<file path="config.mk">
export PLATFORM = sky130hd
export DESIGN_NAME = hart_timer_ipi
export DESIGN_NICKNAME = d
export VERILOG_FILES = /design/src/rtl/htimer_pkg.sv /design/src/rtl/htimer_decode.sv /design/src/rtl/htimer_timebase.sv /design/src/rtl/htimer_hart_slot.sv /design/src/rtl/hart_timer_ipi.sv
export SDC_FILE = /design/constraint.sdc
export NUM_CORES = 1
export LEC_CHECK = 0
export ABC_CLOCK_PERIOD_IN_PS = 3200
export BUFFER_PORTS_ARGS = -buffer_cell sky130_fd_sc_hd__buf_4
export CAP_MARGIN = 30
export CELL_PAD_IN_SITES_DETAIL_PLACEMENT = 1
export CELL_PAD_IN_SITES_GLOBAL_PLACEMENT = 1
export CORE_ASPECT_RATIO = 1.2
export CORE_MARGIN = 8
export CORE_UTILIZATION = 40
export DETAILED_ROUTE_END_ITERATION = 10
export HOLD_SLACK_MARGIN = 0.02
export PLACE_DENSITY = 0.66
export SLEW_MARGIN = 20
export SYNTH_ARGS = -nofsm -noshare
export SYNTH_HDL_FRONTEND = slang
export SYNTH_SLANG_ARGS = --single-unit
</file>
<file path="constraint.sdc">
create_clock -name clk -period 3.2 [get_ports clk]
set_input_delay 0.96 -clock clk [delete_from_list [all_inputs] [get_ports clk]]
set_output_delay 0.96 -clock clk [all_outputs]
set_load 0.02 [all_outputs]
</file>
<file path="src/rtl/htimer_pkg.sv">
package htimer_pkg;

    localparam int unsigned WORD_W = 32;
    localparam int unsigned ADDR_W = 16;

    localparam logic [ADDR_W-1:0] SIP_BASE    = 16'h0000;
    localparam logic [ADDR_W-1:0] CMP_BASE    = 16'h4000;
    localparam logic [ADDR_W-1:0] TIME_LO_OFS = 16'hBFF8;
    localparam logic [ADDR_W-1:0] TIME_HI_OFS = 16'hBFFC;

    typedef logic [63:0] tval_t;

    typedef enum logic [2:0] {
        RG_NONE,
        RG_SIP,
        RG_CMP_LO,
        RG_CMP_HI,
        RG_TIME_LO,
        RG_TIME_HI
    } region_e;

    typedef struct packed {
        tval_t cmp;
        logic  sip;
        logic  tip;
    } hart_state_t;

    typedef struct packed {
        logic [WORD_W-1:0] rdata;
    } rsp_state_t;

endpackage

</file>
<file path="src/rtl/htimer_decode.sv">
module htimer_decode
    import htimer_pkg::*;
#(
    parameter int unsigned NUM_HARTS = 4,
    localparam int unsigned HART_W = (NUM_HARTS > 1) ? $clog2(NUM_HARTS) : 1
) (
    input  logic [ADDR_W-1:0] addr,
    output region_e           region,
    output logic [HART_W-1:0] hart
);
    localparam logic [ADDR_W-1:0] SIP_SPAN = ADDR_W'(4 * NUM_HARTS);
    localparam logic [ADDR_W-1:0] CMP_SPAN = ADDR_W'(8 * NUM_HARTS);

    logic [ADDR_W-1:0] sip_off;
    logic [ADDR_W-1:0] cmp_off;

    always_comb begin
        sip_off = addr - SIP_BASE;
        cmp_off = addr - CMP_BASE;
        region  = RG_NONE;
        hart    = '0;
        if (addr[1:0] == 2'b00) begin
            if (addr >= SIP_BASE && sip_off < SIP_SPAN) begin
                region = RG_SIP;
                hart   = HART_W'(sip_off >> 2);
            end else if (addr >= CMP_BASE && cmp_off < CMP_SPAN) begin
                region = cmp_off[2] ? RG_CMP_HI : RG_CMP_LO;
                hart   = HART_W'(cmp_off >> 3);
            end else if (addr == TIME_LO_OFS) begin
                region = RG_TIME_LO;
            end else if (addr == TIME_HI_OFS) begin
                region = RG_TIME_HI;
            end
        end
    end

endmodule

</file>
<file path="src/rtl/htimer_timebase.sv">
module htimer_timebase
    import htimer_pkg::*;
#(
    parameter int unsigned TICK_INTERVAL = 100,
    parameter int unsigned TIME_STEP     = 10,
    localparam int unsigned CNT_W = (TICK_INTERVAL > 1) ? $clog2(TICK_INTERVAL) : 1
) (
    input  logic  clk,
    input  logic  rst,
    output tval_t now
);
    localparam logic [CNT_W-1:0] CNT_LAST = CNT_W'(TICK_INTERVAL - 1);

    typedef struct packed {
        logic [CNT_W-1:0] cnt;
        tval_t            now;
    } tb_state_t;

    tb_state_t st_d, st_q;

    always_comb begin
        st_d = st_q;
        if (st_q.cnt == CNT_LAST) begin
            st_d.cnt = '0;
            st_d.now = st_q.now + tval_t'(TIME_STEP);
        end else begin
            st_d.cnt = st_q.cnt + 1'b1;
        end
    end

    always_ff @(posedge clk) begin
        if (rst) begin
            st_q <= '0;
        end else begin
            st_q <= st_d;
        end
    end

    assign now = st_q.now;

endmodule

</file>
<file path="src/rtl/htimer_hart_slot.sv">
module htimer_hart_slot
    import htimer_pkg::*;
(
    input  logic              clk,
    input  logic              rst,
    input  logic              wr_sip,
    input  logic              wr_cmp_lo,
    input  logic              wr_cmp_hi,
    input  logic [WORD_W-1:0] wdata,
    input  tval_t             now,
    output tval_t             cmp,
    output logic              sip,
    output logic              tip
);
    hart_state_t st_d, st_q;

    always_comb begin
        st_d = st_q;
        if (wr_sip) begin
            st_d.sip = (wdata == WORD_W'(1));
        end
        if (wr_cmp_lo) begin
            st_d.cmp[31:0] = wdata;
        end
        if (wr_cmp_hi) begin
            st_d.cmp[63:32] = wdata;
        end
        st_d.tip = (st_q.cmp < now);
    end

    always_ff @(posedge clk) begin
        if (rst) begin
            st_q.cmp <= '1;
            st_q.sip <= 1'b0;
            st_q.tip <= 1'b0;
        end else begin
            st_q <= st_d;
        end
    end

    assign cmp = st_q.cmp;
    assign sip = st_q.sip;
    assign tip = st_q.tip;

endmodule

</file>
<file path="src/rtl/hart_timer_ipi.sv">
module hart_timer_ipi
    import htimer_pkg::*;
#(
    parameter int unsigned NUM_HARTS     = 4,
    parameter int unsigned TICK_INTERVAL = 100,
    parameter int unsigned TIME_STEP     = 10
) (
    input  logic                 clk,
    input  logic                 rst,
    input  logic                 bus_valid,
    input  logic                 bus_write,
    input  logic [ADDR_W-1:0]    bus_addr,
    input  logic [WORD_W-1:0]    bus_wdata,
    output logic [WORD_W-1:0]    bus_rdata,
    output logic [NUM_HARTS-1:0] timer_irq,
    output logic [NUM_HARTS-1:0] soft_irq
);
    localparam int unsigned HART_W = (NUM_HARTS > 1) ? $clog2(NUM_HARTS) : 1;

    region_e                     dec_region;
    logic [HART_W-1:0]           dec_hart;
    tval_t                       time_now;
    logic [NUM_HARTS-1:0][63:0]  cmp_all;
    logic                        wr_req;
    logic [WORD_W-1:0]           rd_word;
    rsp_state_t                  rsp_d, rsp_q;

    assign wr_req = bus_valid && bus_write;

    htimer_decode #(
        .NUM_HARTS(NUM_HARTS)
    ) decode_i (
        .addr  (bus_addr),
        .region(dec_region),
        .hart  (dec_hart)
    );

    htimer_timebase #(
        .TICK_INTERVAL(TICK_INTERVAL),
        .TIME_STEP    (TIME_STEP)
    ) timebase_i (
        .clk(clk),
        .rst(rst),
        .now(time_now)
    );

    for (genvar h = 0; h < NUM_HARTS; h++) begin : g_hart
        logic hit;
        assign hit = wr_req && (dec_hart == HART_W'(h));

        htimer_hart_slot slot_i (
            .clk      (clk),
            .rst      (rst),
            .wr_sip   (hit && (dec_region == RG_SIP)),
            .wr_cmp_lo(hit && (dec_region == RG_CMP_LO)),
            .wr_cmp_hi(hit && (dec_region == RG_CMP_HI)),
            .wdata    (bus_wdata),
            .now      (time_now),
            .cmp      (cmp_all[h]),
            .sip      (soft_irq[h]),
            .tip      (timer_irq[h])
        );
    end

    always_comb begin
        rd_word = '0;
        unique case (dec_region)
            RG_SIP:     rd_word = {{(WORD_W-1){1'b0}}, soft_irq[dec_hart]};
            RG_CMP_LO:  rd_word = cmp_all[dec_hart][31:0];
            RG_CMP_HI:  rd_word = cmp_all[dec_hart][63:32];
            RG_TIME_LO: rd_word = time_now[31:0];
            RG_TIME_HI: rd_word = time_now[63:32];
            default:    rd_word = '0;
        endcase
        rsp_d = rsp_q;
        if (bus_valid && !bus_write) begin
            rsp_d.rdata = rd_word;
        end
    end

    always_ff @(posedge clk) begin
        if (rst) begin
            rsp_q <= '0;
        end else begin
            rsp_q <= rsp_d;
        end
    end

    assign bus_rdata = rsp_q.rdata;

endmodule

</file>
==> flow_metrics.py <==
metrics = {
    "detailed_routing": {
        "wl_per_cell_um": 26.4,
        "highest_layer": "met4",
        "antenna_left": 0,
        "finalWirelength_mm": 90.0,
        "drt-met1-wl_mm": 39.2,
        "vias_per_cell": 6.13,
        "dr_wl_met2_mm": 41.9,
        "drc": 0,
        "vias": 20900,
        "drt-pass1-iter-count": 8,
        "drt_iter0_drc": 1838,
        "wl_met3_mm": 4.96,
    },
    "finish": {
        "stdcell_area_mm2": 0.0257,
        "fin_cells": 3411,
        "area.growth.synth_to_final_pct": 16.1,
        "layout-drive-gt1-share": 0.127,
        "fin_nets": 2957,
        "mostFrequentLayoutCells": "dfxtp_1 (366), nand2_1 (323), ha_1 (250)",
        "layout_commonest_cell": "dfxtp_1",
        "nFillCells": 6388,
    },
    "worst_setup_path": {
        "path_class": "reg -> reg",
        "arrival_ns": 3.40,
        "worstPathCellList": "ha_1 -> o2111ai_1 -> nor4_4 -> nand4_1 -> nor3_1 -> xnor2_1 -> nor2_1",
        "max_stage_delay_ns": 0.64,
        "start_kind": "register",
        "critPathSlowestCell": "nor4_4",
        "crit_fanout": 8,
        "reg2reg_slack_ns": 0.26,
        "critical_path_required_ns": 3.65,
        "setup.worst_path.end_class": "register",
    },
    "synth": {
        "yosys_register_bits": 366,
        "yosysUniqueCellTypes": 74,
        "synth_area_mm2": 0.0221,
        "ys_seq_area_frac": 0.331,
        "synthFlopType": "dfxtp_1",
        "async_flop_share": 0,
        "yosysWarnings": 0,
        "synth_top_cell_by_area": "dfxtp_1",
        "synth_cells": 2579,
        "yosys-top-cells-area": "dfxtp_1 (33%), ha_1 (14%), a211o_1 (6.3%)",
        "postSynthAreaPerCell_um2": 8.57,
        "synth.top_cell.area_share": 0.331,
        "synth_fp_nets": 2881,
        "synth_edf_count": 0,
    },
    "job": {
        "drv_cap": 0,
    },
    "timing": {
        "rsz0062_at_grt": "no",
        "finalClockSkew_ns": 0.0210,
        "max_freq_ghz": 0.340,
        "slew_viol_final": 0,
        "setup_tns_ns": 0,
        "fin_crit_ns": 2.94,
        "worst_pin_slew_ns": 0.975,
        "finalSetupViolCount": 0,
        "post-route-period-util": 0.920,
        "hold_violations": 0,
        "finalWorstSetupSlack_ns": 0.258,
        "slew_headroom": 0.347,
    },
    "global_routing": {
        "grt_pass1_wl_mm": 136,
        "grt.total_usage": 0.280,
        "grt_antenna_before_repair": 5,
        "grt_max_degree": 119,
        "overflow": 0,
        "grt_pass1_vias": 22000,
    },
    "clock_tree": {
        "ctsHtreeMaxLevel": 2,
        "cts_sinks": 366,
        "cts_buffers": 44,
        "holdBufCountCts": 0,
        "cts_setup_buffers": 0,
        "ctsResizeCount": 0,
        "cts-root-to-sink-buffers": 3,
        "path_clk_slew_ns": 0.06,
        "cts_tree": "built",
        "root_buffer": "clkbuf_16",
        "clk_latency_ns": 0.59,
    },
    "place": {
        "postPlaceCellArea_mm2": 0.0242,
        "post-place-cells": 3329,
        "place.gp.congestion": 0.916,
        "dp_hpwl_mm": 68.2,
        "port_buffers": 91,
        "preCtsSetupSlack_ns": -0.270,
    },
    "power": {
        "peakVddDrop_mv": 0.360,
        "internal_power_mw": 7.83,
        "p_sw_mw": 2.56,
        "clkPwrFrac": 0.505,
        "seqPwrFrac": 0.440,
        "powerDensity_mw_per_mm2": 405,
        "sw_frac_of_total": 0.246,
        "p_leak_nw": 9.93,
        "combPwrFrac": 0.055,
    },
    "die": {
        "core_area_mm2": 0.0547,
        "io-pin-count": 92,
        "dieArea_mm2": 0.0631,
        "start_util": 0.404,
        "die_h_um": 274,
        "die_w_um": 231,
        "std_cell_rows": 94,
    },
    "min_path": {
        "hp-class": "reg -> reg",
    },
    "run_status": {
        "status": "finished, final reports clean",
    },
}
==> cells in the mapped netlist (all sizes together), types with 3 or more instances <==
master,n
a2111oi,20
a211o,159
a211oi,17
a21o,31
a21oi,132
a221o,4
a221oi,22
a222oi,39
a22o,29
a22oi,51
a31oi,4
and2,9
and3,51
and4,10
buf,69
clkbuf,126
dfxtp,366
ha,250
inv,67
nand2,323
nand2b,10
nand3,56
nand3b,97
nand4,46
nor2,142
nor2b,139
nor3,41
nor3b,5
nor4,29
nor4b,4
o2111ai,3
o211a,3
o211ai,6
o21a,5
o21ai,113
o21bai,3
o22ai,3
o31ai,4
or3,14
xnor2,55
==> cells by family after synthesis <==
| group | synth area share |
|---|---|
| flops | 0.331 |
| xor+xnor | 0.0226 |
| fa+ha+maj | 0.142 |
| buf+inv | 0.0525 |
| compound gates | 0.215 |
| mux | 0.00142 |
| simple gates | 0.235 |
==> metrics by stage <==
| step | hold slack, ns | total power, mW | utilization |
|---|---|---|---|
| after floorplan | 0.413 | 4.96 | - |
| after global placement | 0.427 | 5.23 | 0.442 |
| after detailed placement | 0.451 | 5.24 | 0.442 |
| after CTS | 0.466 | 10.5 | 0.469 |
| after global routing | 0.483 | 10.7 | 0.469 |
| final | 0.464 | 10.4 | 0.469 |
==> worst max-delay path, delay by kind of cell, from the launching register on <==
family / cells / cell delay [ns]
adder cells (fa/ha/maj): 1 / 0.27
XOR/XNOR: 1 / 0.17
AND/OR/NAND/NOR: 4 / 1.48
AO/OA/AOI/OAI: 1 / 0.32
flip-flops: 1 / 0.57
==> worst paths after layout <==
path	startpoint	to	depth (start not counted)
worst max-delay path	timebase_i.now[1]	timebase_i.now[33]	7
worst min-delay path	g_hart[0].slot_i.cmp[0]	g_hart[0].slot_i.cmp[0]	1
worst max register to register	timebase_i.now[1]	timebase_i.now[33]	7
worst min register to register	g_hart[0].slot_i.cmp[0]	g_hart[0].slot_i.cmp[0]	1
==> power groups by stage <==
stage,registers [mW],logic (mW),clock network (mW)
floorplan,4.68,0.281,0
CTS,4.57,0.562,5.35
global placement,4.68,0.554,0
finish,4.58,0.570,5.25
global route,4.57,0.595,5.53
detailed placement,4.68,0.559,0
==> flip-flops by register name (all words and copies together), names as in the netlist <==
name	count
g_hart.slot_i.cmp	256
timebase_i.st_q	7
g_hart.slot_i.sip	4
timebase_i.now	63
g_hart.slot_i.tip	4
bus_rdata	32
==> final cells by class <==
cell class                 instances  area (um2)  area share
inverter                          68         255     0.00994
clock inverter                    20         221     0.00863
antenna                            4        10.0    0.000390
clock buffer                      58        1250      0.0489
timing repair buffer             225        2030      0.0793
multi-input combinational       1950       13700       0.532
sequential                       366        7330       0.285
tap                              720         901      0.0351
==> per-layer routing <==
layer	vias up	track usage
li1	9601	-
met1	10500	0.357
met2	605	0.467
met3	195	0.0412
met4	0	0.118
met5	-	0
Note: power is estimated with default switching activity, not from simulation.
